<file path="config.mk">
export PLATFORM = sky130hd
export DESIGN_NAME = nib_core
export DESIGN_NICKNAME = d
export VERILOG_FILES = /design/src/rtl/nib_pkg.sv /design/src/rtl/nib_decode.sv /design/src/rtl/nib_alu.sv /design/src/rtl/nib_core.sv
export SDC_FILE = /design/constraint.sdc
export NUM_CORES = 1
export LEC_CHECK = 0
export BUFFER_PORTS_ARGS = -buffer_cell sky130_fd_sc_hd__buf_2
export CAP_MARGIN = 20
export CORE_ASPECT_RATIO = 0.8
export CORE_UTILIZATION = 60
export CTS_BUF_LIST = sky130_fd_sc_hd__clkbuf_4 sky130_fd_sc_hd__clkbuf_8 sky130_fd_sc_hd__clkbuf_16
export CTS_CLUSTER_SIZE = 20
export DETAILED_ROUTE_END_ITERATION = 8
export PLACE_DENSITY = 0.77
export SYNTH_ARGS = -nofsm -noshare
export SYNTH_HDL_FRONTEND = slang
export SYNTH_SLANG_ARGS = --single-unit
</file>
<file path="constraint.sdc">
create_clock -name clk -period 4.01 [get_ports clk]
set_input_delay 0.802 -clock clk [delete_from_list [all_inputs] [get_ports clk]]
set_output_delay 0.802 -clock clk [all_outputs]
set_load 0.1 [all_outputs]
</file>
<file path="src/rtl/nib_pkg.sv">
package nib_pkg;
    localparam int W     = 4;
    localparam int DEPTH = 1 << W;

    typedef logic [W-1:0] nib_t;

    typedef enum logic [2:0] {
        ALU_ADD, ALU_SUB, ALU_INC, ALU_DEC, ALU_LOAD
    } alu_op_e;

    typedef enum logic [1:0] {
        DST_NONE, DST_R0, DST_R1
    } dst_e;

    typedef enum logic [1:0] {
        BR_NONE, BR_ALWAYS, BR_ZERO, BR_NZERO
    } br_e;

    typedef struct packed {
        logic    two_nib;
        logic    halt;
        logic    ring;
        logic    print;
        logic    mem_wr;
        logic    wr_from_r1;
        logic    a_is_r1;
        dst_e    dst;
        alu_op_e alu;
        br_e     br;
    } ctl_t;

    typedef struct packed {
        logic [DEPTH-1:0][W-1:0] mem;
        nib_t ip;
        nib_t ir;
        nib_t r0;
        nib_t r1;
        logic halted;
        logic prn_v;
        nib_t prn_d;
        logic bell;
        logic loading;
    } core_st_t;
endpackage

</file>
<file path="src/rtl/nib_decode.sv">
module nib_decode
    import nib_pkg::*;
(
    input  nib_t op,
    output ctl_t ctl
);
    always_comb begin
        ctl         = '0;
        ctl.two_nib = op[W-1];
        unique case (op)
            4'd0:  ctl.halt = 1'b1;
            4'd1:  begin ctl.dst = DST_R0; ctl.alu = ALU_ADD; end
            4'd2:  begin ctl.dst = DST_R0; ctl.alu = ALU_SUB; end
            4'd3:  begin ctl.dst = DST_R0; ctl.alu = ALU_INC; end
            4'd4:  begin ctl.dst = DST_R1; ctl.alu = ALU_INC; ctl.a_is_r1 = 1'b1; end
            4'd5:  begin ctl.dst = DST_R0; ctl.alu = ALU_DEC; end
            4'd6:  begin ctl.dst = DST_R1; ctl.alu = ALU_DEC; ctl.a_is_r1 = 1'b1; end
            4'd7:  ctl.ring = 1'b1;
            4'd8:  ctl.print = 1'b1;
            4'd9:  begin ctl.dst = DST_R0; ctl.alu = ALU_LOAD; end
            4'd10: begin ctl.dst = DST_R1; ctl.alu = ALU_LOAD; end
            4'd11: ctl.mem_wr = 1'b1;
            4'd12: begin ctl.mem_wr = 1'b1; ctl.wr_from_r1 = 1'b1; end
            4'd13: ctl.br = BR_ALWAYS;
            4'd14: ctl.br = BR_ZERO;
            4'd15: ctl.br = BR_NZERO;
            default: ctl.halt = 1'b1;
        endcase
    end
endmodule

</file>
<file path="src/rtl/nib_alu.sv">
module nib_alu
    import nib_pkg::*;
(
    input  alu_op_e op,
    input  nib_t    a,
    input  nib_t    b,
    input  nib_t    m,
    output nib_t    y
);
    always_comb begin
        unique case (op)
            ALU_ADD:  y = a + b;
            ALU_SUB:  y = a - b;
            ALU_INC:  y = a + nib_t'(1);
            ALU_DEC:  y = a - nib_t'(1);
            default:  y = m;
        endcase
    end
endmodule

</file>
<file path="src/rtl/nib_core.sv">
module nib_core
    import nib_pkg::*;
(
    input  logic       clk,
    input  logic       rst_n,
    input  logic       load_en,
    input  logic [3:0] load_addr,
    input  logic [3:0] load_data,
    output logic       print_valid,
    output logic [3:0] print_data,
    output logic       bell,
    output logic       halted
);
    core_st_t st_q, st_d;

    nib_t op, arg, mem_at_arg, alu_a, alu_y, ip_seq;
    ctl_t ctl;
    logic take_br;

    assign op         = st_q.mem[st_q.ip];
    assign arg        = st_q.mem[st_q.ip + nib_t'(1)];
    assign mem_at_arg = st_q.mem[arg];
    assign alu_a      = ctl.a_is_r1 ? st_q.r1 : st_q.r0;
    assign ip_seq     = st_q.ip + nib_t'(ctl.two_nib ? 2 : 1);

    nib_decode u_dec (
        .op  (op),
        .ctl (ctl)
    );

    nib_alu u_alu (
        .op (ctl.alu),
        .a  (alu_a),
        .b  (st_q.r1),
        .m  (mem_at_arg),
        .y  (alu_y)
    );

    always_comb begin
        unique case (ctl.br)
            BR_ALWAYS: take_br = 1'b1;
            BR_ZERO:   take_br = (st_q.r0 == '0);
            BR_NZERO:  take_br = (st_q.r0 != '0);
            default:   take_br = 1'b0;
        endcase
    end

    always_comb begin
        st_d       = st_q;
        st_d.prn_v = 1'b0;
        st_d.bell  = 1'b0;
        if (!rst_n) begin
            st_d.ip     = '0;
            st_d.ir     = '0;
            st_d.r0     = '0;
            st_d.r1     = '0;
            st_d.halted = 1'b0;
            st_d.prn_d  = '0;
            if (load_en) begin
                st_d.mem[load_addr] = load_data;
                st_d.loading        = 1'b1;
            end else if (!st_q.loading) begin
                st_d.mem = '0;
            end
        end else begin
            st_d.loading = 1'b0;
            if (!st_q.halted) begin
                st_d.ir = op;
                st_d.ip = take_br ? arg : ip_seq;
                if (ctl.halt) begin
                    st_d.halted = 1'b1;
                end
                if (ctl.ring) begin
                    st_d.bell = 1'b1;
                end
                if (ctl.print) begin
                    st_d.prn_v = 1'b1;
                    st_d.prn_d = arg;
                end
                unique case (ctl.dst)
                    DST_R0:  st_d.r0 = alu_y;
                    DST_R1:  st_d.r1 = alu_y;
                    default: ;
                endcase
                if (ctl.mem_wr) begin
                    st_d.mem[arg] = ctl.wr_from_r1 ? st_q.r1 : st_q.r0;
                end
            end
        end
    end

    always_ff @(posedge clk) begin
        st_q <= st_d;
    end

    assign print_valid = st_q.prn_v;
    assign print_data  = st_q.prn_d;
    assign bell        = st_q.bell;
    assign halted      = st_q.halted;
endmodule

</file>
==> results.sh <==
export IMPL_hold_start="st_q[0]"
export IMPL_finalCritPeriodShare_pct=94.4
export IMPL_drt_first_iter_violations=717
export IMPL_yosys_area_top_type="edfxtp_1"
export IMPL_yosysUniqueCellTypes=66
export IMPL_drc=0
export IMPL_antenna_found_initial=0
export IMPL_via_count=5310
export IMPL_grt_max_degree=25
export IMPL_synth_top_area_share_pct=32.1
export IMPL_syn_area_mm2=0.00599
export IMPL_final_hold_violation_count=0
export IMPL_dp_cells=703
export IMPL_die_h_um=91.3
export IMPL_start_kind="flop"
export IMPL_crit_path_end_kind="flop"
export IMPL_grt_setup_unrepaired="no"
export IMPL_synth_async_sr_flop_share_pct=0
export IMPL_area_growth_pct=10.2
export IMPL_layout_cells_non_filler=719
export IMPL_maxSlewHeadroom_pct=29.5
export IMPL_synth_edf_count=64
export IMPL_startpoint="st_q[20]"
export IMPL_clk_latency_ps=350
export IMPL_synth_seq_cells=84
export IMPL_cts_root_buffer="clkbuf_16"
export IMPL_tightest_slew_ps=1050
export IMPL_place_gp_congestion=0.988
export IMPL_drtPass1Iterations=5
export IMPL_final_nets=598
export IMPL_htree_levels=3
export IMPL_yosys_warnings=0
export IMPL_ios=18
export IMPL_clock_path_buffers=2
export IMPL_max_freq_ghz=0.264
export IMPL_cts_sinks=84
export IMPL_finalMaxSlewViolations=0
export IMPL_initial_core_util_pct=62.0
export IMPL_syn_instance_count=556
export IMPL_setup_tns_ps=0
export IMPL_drive_gt1_share_pct=22.3
export IMPL_grt_pass1_wl_mm=30.2
export IMPL_cts_setup_buffers=0
export IMPL_core_area_mm2=0.00965
export IMPL_fill_cells=736
export IMPL_cts_tree="built"
export IMPL_skew_ps=9.69
export IMPL_drt_wirelength_per_cell_um=26.7
export IMPL_grt_remaining_overflow=0
export IMPL_crit_type="reg2reg"
export IMPL_io_buffers=17
export IMPL_cp_arrival_ps=3940
export IMPL_grt_total_usage_pct=39.8
export IMPL_routed_wl_mm=19.2
export IMPL_fin_crit_ps=3780
export IMPL_numCtsBuffers=9
export IMPL_avgSynthCellArea_um2=10.8
export IMPL_setup_viol=0
export IMPL_die_w_um=114
export IMPL_grt_pass1_vias=5086
export IMPL_vias_per_cell=7.39
export IMPL_synth_nets=576
export IMPL_timing_rr_start="st_q[20]"
export IMPL_hpwl_mm=14.3
export IMPL_cp_required_ps=4170
export IMPL_min_path_type="reg2reg"
export IMPL_antennaDiodeCount=0
export IMPL_dieArea_mm2=0.0104
export IMPL_cap_violations=0
export IMPL_rows=32
export IMPL_path_clk_slew_ps=60
export IMPL_synth_ff_type="edfxtp_1"
export IMPL_status="complete, no violations"
export IMPL_crit_fanout=12
export IMPL_ant_nets=0
export IMPL_ys_seq_area_share_pct=38.8
export IMPL_netlist_top_cells_area="edfxtp_1 32%, mux4_2 12%, mux2i_1 7.0%"
[sequential cells by signal, summed over array words and instances, names as in the netlist]
| register | count |
|---|---|
| st_q | 77 |
| print_data | 4 |
| bell | 1 |
| print_valid | 1 |
| halted | 1 |
[synth_stat cells (all sizes together), types with 5 or more instances]
cell / instances
a22oi: 13
clkbuf: 19
nand2: 65
a21oi: 13
a221oi: 19
edfxtp: 64
buf: 26
a22o: 5
a211oi: 6
and2: 8
a21o: 6
or3: 5
nand3: 14
nor2: 28
mux4: 33
inv: 8
ha: 7
a31oi: 8
nor2b: 14
dfxtp: 20
mux2i: 45
o21ai: 19
o211ai: 5
o22ai: 66
[cell type report]
type / count / area, µm² / area share, %
clock inverters: 5 / 60.1 / 0.910
repair buffers: 56 / 403 / 6.10
inverters: 9 / 33.8 / 0.512
well taps: 136 / 170 / 2.58
flip-flops and latches: 84 / 2320 / 35.2
multi-input cells: 418 / 3360 / 50.9
clock buffers: 11 / 246 / 3.73
[placed cells by master (no fill, tap or decap), types with 3 or more instances in the layout]
master,n
nor2_1,26
mux2i_2,3
mux2i_1,42
nand3_1,13
a21oi_1,10
nand2_1,65
buf_4,37
mux2_2,4
o211ai_1,5
and2_0,3
a221oi_1,19
inv_1,7
a211oi_1,5
o21ai_0,13
ha_1,7
dfxtp_1,18
a21o_1,6
edfxtp_1,64
or3_1,5
a22o_1,5
and2_1,4
buf_2,17
o22ai_1,66
nor2b_1,14
and3_1,4
mux4_2,32
a22oi_1,12
a31oi_1,7
xnor2_1,4
clkbuf_16,9
o21ai_1,5
[logic make-up (layout without fill, tap and decap cells)]
kind of cell / Yosys count / in the layout / share of synthesized area [%]
adder cells (fa/ha/maj): 9 / 9 / 2.13
AND/OR/NAND/NOR: 150 / 150 / 12.1
XOR/XNOR: 7 / 7 / 1.15
AO/OA/AOI/OAI: 170 / 170 / 19.8
buffers and inverters: 54 / 81 / 5.08
multiplexers: 82 / 82 / 20.9
flip-flops: 84 / 84 / 38.8
[metal layers]
metal,up-vias,track usage (%),wire length (µm)
li1,2273,-,-
met1,2532,57.8,7510
met2,449,56.4,8190
met3,56,13.7,3050
met4,0,11.4,450
met5,-,0,0
[metrics by stage]
| step | hold slack, ps | util (%) | setup slack [ps] | cell area, µm² |
|---|---|---|---|---|
| floorplan | 438 | - | 374 | 5990 |
| global placement | 452 | 65.2 | 204 | 6290 |
| global route | 500 | 68.4 | 9.24 | 6600 |
| CTS | 482 | 68.4 | 159 | 6600 |
| detailed placement | 468 | 65.2 | 199 | 6290 |
| finish | 477 | 68.4 | 225 | 6600 |
[worst paths after layout]
path / endpoint / slack, ps / cells past startpoint
max: st_q[27] / 230 / 10
min: st_q[0] / 480 / 2
max reg2reg: st_q[27] / 230 / 10
min reg2reg: st_q[0] / 480 / 2
[what timing repair did]
action | CTS | global route
resized for setup | 0 | 2
endpoints found under the setup margin | 0 | 6
hold buffers | 0 | 0
[worst max-delay path, cell delays in order (launching register included)]
cell	delay (ps)
dfxtp_2	500
buf_4	230
ha_1	340
buf_12	200
mux4_2	330
mux4_2	660
buf_4	270
nor4_2	500
buf_4	240
nand2_1	120
o22ai_1	210
Power is not shown: default switching activity piles up to over one toggle a cycle in this logic, so the estimate is an artifact.
